==> config.mk <==
export PLATFORM = sky130hd
export DESIGN_NAME = pps_timekeeper
export DESIGN_NICKNAME = d
export VERILOG_FILES = /design/src/rtl/tk_pkg.sv /design/src/rtl/tk_pps_edge.sv /design/src/rtl/tk_regs.sv /design/src/rtl/tk_ctrl.sv /design/src/rtl/tk_counter.sv /design/src/rtl/pps_timekeeper.sv
export SDC_FILE = /design/constraint.sdc
export NUM_CORES = 1
export LEC_CHECK = 0
export ABC_AREA = 1
export BUFFER_PORTS_ARGS = -buffer_cell sky130_fd_sc_hd__buf_2
export CORE_MARGIN = 3
export CORE_UTILIZATION = 50
export DETAILED_ROUTE_END_ITERATION = 12
export GPL_TIMING_DRIVEN = 0
export HOLD_SLACK_MARGIN = 0.15
export PLACE_DENSITY = 0.82
export REMOVE_ABC_BUFFERS = 1
export SLEW_MARGIN = 20
export SYNTH_ARGS = -nofsm -noshare
export SYNTH_HDL_FRONTEND = slang
export SYNTH_SLANG_ARGS = --single-unit
==> constraint.sdc <==
create_clock -name clk -period 3.9 [get_ports clk]
set_input_delay 0.78 -clock clk [delete_from_list [all_inputs] [get_ports clk]]
set_output_delay 0.78 -clock clk [all_outputs]
set_load 0.02 [all_outputs]
==> src/rtl/tk_pkg.sv <==
package tk_pkg;

    localparam int DATA_W = 32;

    localparam logic [1:0] REG_SECS  = 2'd0;
    localparam logic [1:0] REG_TICKS = 2'd1;
    localparam logic [1:0] REG_FLAGS = 2'd2;
    localparam logic [1:0] REG_IMM   = 2'd3;

    localparam logic RD_SECS  = 1'b0;
    localparam logic RD_TICKS = 1'b1;

    typedef struct packed {
        logic src_link;   // bit 1: 1 selects the second PPS input
        logic edge_rise;  // bit 0: 1 selects the rising edge
    } tk_flags_t;

    typedef enum logic [0:0] {
        ST_IDLE  = 1'b0,
        ST_ARMED = 1'b1
    } tk_state_e;

endpackage

==> src/rtl/tk_pps_edge.sv <==
module tk_pps_edge #(
    parameter int SYNC_STAGES = 2
) (
    input  logic clk,
    input  logic rst_n,
    input  logic pps_async,
    output logic rise,
    output logic fall
);
    localparam int MSB = SYNC_STAGES - 1;

    logic [SYNC_STAGES-1:0] chain;
    logic                   prev;

    generate
        if (SYNC_STAGES == 1) begin : g_one
            always_ff @(posedge clk) begin
                if (!rst_n) chain <= '0;
                else        chain <= pps_async;
            end
        end else begin : g_many
            always_ff @(posedge clk) begin
                if (!rst_n) chain <= '0;
                else        chain <= {chain[MSB-1:0], pps_async};
            end
        end
    endgenerate

    always_ff @(posedge clk) begin
        if (!rst_n) prev <= 1'b0;
        else        prev <= chain[MSB];
    end

    assign rise = chain[MSB] & ~prev;
    assign fall = ~chain[MSB] & prev;
endmodule

==> src/rtl/tk_regs.sv <==
module tk_regs
    import tk_pkg::*;
#(
    parameter int W = DATA_W
) (
    input  logic         clk,
    input  logic         rst_n,
    input  logic         wr_en,
    input  logic [1:0]   wr_addr,
    input  logic [W-1:0] wr_data,
    output logic [W-1:0] stage_secs,
    output logic [W-1:0] stage_ticks,
    output tk_flags_t    flags,
    output logic         commit_wr,
    output logic         commit_now
);
    always_ff @(posedge clk) begin
        if (!rst_n) begin
            stage_secs  <= '0;
            stage_ticks <= '0;
            flags       <= '0;
        end else if (wr_en) begin
            unique case (wr_addr)
                REG_SECS:  stage_secs  <= wr_data;
                REG_TICKS: stage_ticks <= wr_data;
                REG_FLAGS: flags       <= tk_flags_t'(wr_data[1:0]);
                REG_IMM:   ;
            endcase
        end
    end

    assign commit_wr  = wr_en && (wr_addr == REG_IMM);
    assign commit_now = wr_data[0];
endmodule

==> src/rtl/tk_ctrl.sv <==
module tk_ctrl
    import tk_pkg::*;
(
    input  logic      clk,
    input  logic      rst_n,
    input  logic      commit_wr,
    input  logic      commit_now,
    input  logic      pps_edge,
    output logic      load,
    output tk_state_e state
);
    tk_state_e nxt;

    always_ff @(posedge clk) begin
        if (!rst_n) state <= ST_IDLE;
        else        state <= nxt;
    end

    always_comb begin
        nxt  = state;
        load = 1'b0;
        unique case (state)
            ST_IDLE: begin
                if (commit_wr) begin
                    if (commit_now) load = 1'b1;     // T_FORCE
                    else            nxt  = ST_ARMED; // T_ARM
                end
            end
            ST_ARMED: begin
                if (commit_wr) begin
                    if (commit_now) begin            // T_FORCE
                        load = 1'b1;
                        nxt  = ST_IDLE;
                    end                              // else T_REARM
                end else if (pps_edge) begin         // T_FIRE
                    load = 1'b1;
                    nxt  = ST_IDLE;
                end
            end
        endcase
    end
endmodule

==> src/rtl/tk_counter.sv <==
module tk_counter #(
    parameter int W             = 32,
    parameter int TICKS_PER_SEC = 100_000_000
) (
    input  logic         clk,
    input  logic         rst_n,
    input  logic         load,
    input  logic [W-1:0] load_secs,
    input  logic [W-1:0] load_ticks,
    output logic [W-1:0] secs,
    output logic [W-1:0] ticks
);
    localparam logic [W-1:0] LAST_TICK = W'(TICKS_PER_SEC - 1);

    logic at_end;
    assign at_end = (ticks >= LAST_TICK);

    always_ff @(posedge clk) begin
        if (!rst_n) begin
            secs  <= '0;
            ticks <= '0;
        end else if (load) begin
            secs  <= load_secs;
            ticks <= load_ticks;
        end else if (at_end) begin
            secs  <= secs + 1'b1;
            ticks <= '0;
        end else begin
            ticks <= ticks + 1'b1;
        end
    end
endmodule

==> src/rtl/pps_timekeeper.sv <==
module pps_timekeeper
    import tk_pkg::*;
#(
    parameter int TICKS_PER_SEC = 100_000_000,
    parameter int SYNC_STAGES   = 2
) (
    input  logic              clk,
    input  logic              rst_n,
    input  logic              wr_en,
    input  logic [1:0]        wr_addr,
    input  logic [DATA_W-1:0] wr_data,
    input  logic              rd_en,
    input  logic              rd_addr,
    output logic [DATA_W-1:0] rd_data,
    input  logic              pps_ext,
    input  logic              pps_link,
    output logic              pps_event,
    output logic [DATA_W-1:0] now_secs,
    output logic [DATA_W-1:0] now_ticks
);
    localparam int N_SRC = 2;

    logic [DATA_W-1:0] stage_secs;
    logic [DATA_W-1:0] stage_ticks;
    tk_flags_t         flags;
    logic              commit_wr;
    logic              commit_now;
    logic              load;
    tk_state_e         state;
    logic [DATA_W-1:0] tick_shadow;

    logic [N_SRC-1:0] pps_in;
    logic [N_SRC-1:0] rise_v;
    logic [N_SRC-1:0] fall_v;
    logic             sel_edge;

    assign pps_in = {pps_link, pps_ext};

    generate
        for (genvar i = 0; i < N_SRC; i++) begin : g_src
            tk_pps_edge #(.SYNC_STAGES(SYNC_STAGES)) u_edge (
                .clk       (clk),
                .rst_n     (rst_n),
                .pps_async (pps_in[i]),
                .rise      (rise_v[i]),
                .fall      (fall_v[i])
            );
        end
    endgenerate

    always_comb begin
        logic idx;
        idx      = flags.src_link;
        sel_edge = flags.edge_rise ? rise_v[idx] : fall_v[idx];
    end

    tk_regs #(.W(DATA_W)) u_regs (
        .clk         (clk),
        .rst_n       (rst_n),
        .wr_en       (wr_en),
        .wr_addr     (wr_addr),
        .wr_data     (wr_data),
        .stage_secs  (stage_secs),
        .stage_ticks (stage_ticks),
        .flags       (flags),
        .commit_wr   (commit_wr),
        .commit_now  (commit_now)
    );

    tk_ctrl u_ctrl (
        .clk        (clk),
        .rst_n      (rst_n),
        .commit_wr  (commit_wr),
        .commit_now (commit_now),
        .pps_edge   (sel_edge),
        .load       (load),
        .state      (state)
    );

    tk_counter #(.W(DATA_W), .TICKS_PER_SEC(TICKS_PER_SEC)) u_cnt (
        .clk        (clk),
        .rst_n      (rst_n),
        .load       (load),
        .load_secs  (stage_secs),
        .load_ticks (stage_ticks),
        .secs       (now_secs),
        .ticks      (now_ticks)
    );

    always_ff @(posedge clk) begin
        if (!rst_n) pps_event <= 1'b0;
        else        pps_event <= sel_edge;
    end

    always_ff @(posedge clk) begin
        if (!rst_n) begin
            rd_data     <= '0;
            tick_shadow <= '0;
        end else if (rd_en) begin
            if (rd_addr == RD_SECS) begin
                rd_data     <= now_secs;
                tick_shadow <= now_ticks;
            end else begin
                rd_data     <= tick_shadow;
            end
        end
    end
endmodule

==> reports/qor.csv <==
metric;value;unit
status;finished, final reports clean;
htreeDepth;1;
final.setup.tns;0;ns
die_area;20400;µm²
crit_type;in2reg;
synth_top_cell_by_area;dfxtp_1;
period_minus_slack;3.34;ns
swShare;25.9;%
rr_endpoint;u_cnt.ticks[18];
drt_iter0_drc;934;
synthTopCellsByArea;dfxtp_1 (43%), nand2_1 (13%), nor2_1 (11%);
seq_area_frac_synth;43.1;%
cts.clk_slew.worst_paths;0.06;ns
leakagePower;4.89;nW
max_stage_delay;0.69;ns
fmax;300;MHz
antenna-diode-count;0;
io-pin-count;138;
crit_end;tick_shadow[23];
crit_slowest_cell;inv_1;
drt-wirelength-per-cell;16.6;µm
place_congestion;0.950;
path_buf_inv;3;
cts_buffers;23;
die_w;143;µm
via_per_inst;5.37;
postSynth.asyncResetShare;0;%
worst_skew_pair.late_latency;0.52;ns
ys_warn_count;0;
hpwlAfterDp;19700;µm
routed_wl;28700;µm
pre_cts_ws;0.108;ns
postCtsSetupBuffers;0;
dr.pass1.iters;6;
grt_pass1_vias;8407;
grt_overflow_total;0;
drtAntennaViolNets;0;
setup_viol;0;
clockRootBuffer;clkbuf_16;
synth_common_cells;nand2_1 (337), nor2_1 (278), dfxtp_1 (202);
fin_skew;0.0136;ns
power.internal;3.67;mW
antenna_found_initial;0;
ctsHoldBuffers;0;
worstPathMaxFanout;52;
layout.nets;1531;
num_vias;9304;
crit_start;rd_addr;
grt_max_degree;116;
cpLargestDelayFamily;buffers and inverters;
syn_area;9380;µm²
io_buffers;137;
syn_inst;1392;
cts_num_sinks;202;
min_from;g_src[0].u_edge.chain[0];
cts_tree;yes;
die_y;143;µm
vdd_drop_max;341;µV
crit_cells;6;
syn2layout_area_growth;16.1;%
final_util;59.8;%
p_clk_share;44.8;%
fp.coreArea;18200;µm²
drv_slew;0;
seqPwrFrac;45.7;%
track_usage;27.7;%
critPathArrivalTime;3.70;ns
crit_required;4.27;ns
syn_area_per_cell;6.74;µm²
fin_crit_sh;85.6;%
dp.cells;1692;
tightest_slew;1.03;ns
reg2reg_slack;1.28;ns
ys_seq_elements;202;
start_util;51.5;%
fin_ws;0.561;ns
p_per_area;454;nW/µm²
cp-end-kind;register;
fp-row-count;49;
rr_startpoint;u_cnt.ticks[28];
clock_path_buffers;3;
drive_above_1_share;13.2;%
reg2regPathDepth;7;
power.total;4.95;mW
yosysTopAreaCellShare;43.1;%
hp-class;reg2reg;
grt_first_pass_wirelength;45300;µm
start_kind;primary input;
cp_cell_sequence;buf_2, inv_1, nand2_1, inv_2, o21ai_0, a21oi_1;
cap_violations;0;
synthFlopType;dfxtp_1;
hold-path-cell-count;2;
synth_edf_count;0;
drcViolationCount;0;
rsz0062_at_grt;no;
final_cells;1732;
combPwrFrac;9.5;%
relSlewSlack;31.2;%
yosysMostFrequentCell;nand2_1;
finalHoldViolations;0;
synth_cell_types;34;
cts_resized;0;
switching_power;1.28;mW
worst register-to-register path, stage by stage, from the launching register on:
cell,delay [ns]
dfxtp_1,0.32
nor2_1,0.19
nand2_1,0.07
a211oi_1,0.54
nand3_1,0.23
nor2_4,0.85
nand2_1,0.16
a21oi_1,0.17
cell families after synthesis:
group	count (synthesis)	share of synthesized area (%)
simple gates	718	31.1
compound gates	256	14.9
flops	202	43.1
buf+inv	187	8.14
xor+xnor	27	2.52
fa+ha+maj	2	0.267
power groups by stage:
| stage | combinational [mW] | sequential [mW] | clock (mW) |
|---|---|---|---|
| after floorplan | 0.216 | 2.33 | 0 |
| after global placement | 0.451 | 2.30 | 0 |
| after detailed placement | 0.464 | 2.30 | 0 |
| after CTS | 0.468 | 2.26 | 2.24 |
| after global routing | 0.525 | 2.27 | 2.33 |
| final | 0.470 | 2.26 | 2.22 |
state kept, by name, summed over array words and instances (netlist names):
register,flops
u_regs.stage_ticks,32
u_ctrl.state,1
g_src.u_edge.chain,4
u_regs.flags,2
pps_event,1
u_cnt.secs,32
u_regs.stage_secs,32
g_src.u_edge.prev,2
tick_shadow,32
u_cnt.ticks,32
rd_data,32
through the flow:
stage	cell area, µm²	hold WS (ns)
finish	10900	0.418
floorplan	9050	0.390
detailed placement	10100	0.407
CTS	10900	0.422
global route	10900	0.434
global placement	10000	0.394
layout by cell type, fill, tap and decap left out, types with 2 or more instances in the layout:
cell type | Yosys | final
bufinv_16 | 0 | 3
buf_2 | 6 | 135
xor2_1 | 22 | 22
nor2_4 | 3 | 3
buf_6 | 1 | 2
nand3b_1 | 8 | 8
ha_1 | 2 | 2
o21ai_1 | 8 | 8
nand2_1 | 337 | 337
nor3_2 | 0 | 2
nor3_1 | 9 | 7
nand2_2 | 2 | 2
nor2_1 | 278 | 278
clkinv_2 | 0 | 7
clkbuf_8 | 0 | 3
clkbuf_16 | 0 | 23
nand4_1 | 11 | 11
o21ai_0 | 131 | 131
a21oi_1 | 72 | 72
buf_4 | 2 | 4
xnor2_1 | 5 | 5
dfxtp_1 | 202 | 202
inv_2 | 2 | 3
o211ai_1 | 42 | 42
inv_1 | 112 | 111
nand3_1 | 62 | 62
nand2_4 | 4 | 4
clkbuf_1 | 57 | 3
worst min-delay path by stage:
stage,to,slack [ns]
6_report,g_src[0].u_edge.chain[1],0.42
5_1_grt,g_src[0].u_edge.chain[1],0.43
3_3_place_gp,g_src[0].u_edge.chain[1],0.39
3_5_place_dp,g_src[0].u_edge.chain[1],0.41
2_1_floorplan,g_src[0].u_edge.chain[1],0.39
4_1_cts,g_src[0].u_edge.chain[1],0.42
cell type report:
class	instances	area [µm²]
fillers	1716	7320
well taps	229	287
clock inverters	11	153
clock buffers	29	628
inverters	116	438
multi-input cells	1003	4580
flip-flops and latches	202	4040
repair buffers	142	756
metal layers:
metal | global-route usage (%) | up-vias | wire (µm)
li1 | - | 4641 | -
met1 | 39.9 | 4246 | 12700
met2 | 42.8 | 367 | 12800
met3 | 4.49 | 50 | 2450
met4 | 8.25 | 0 | 755
met5 | 0 | - | 0
Power figures use the tool's default switching activity.
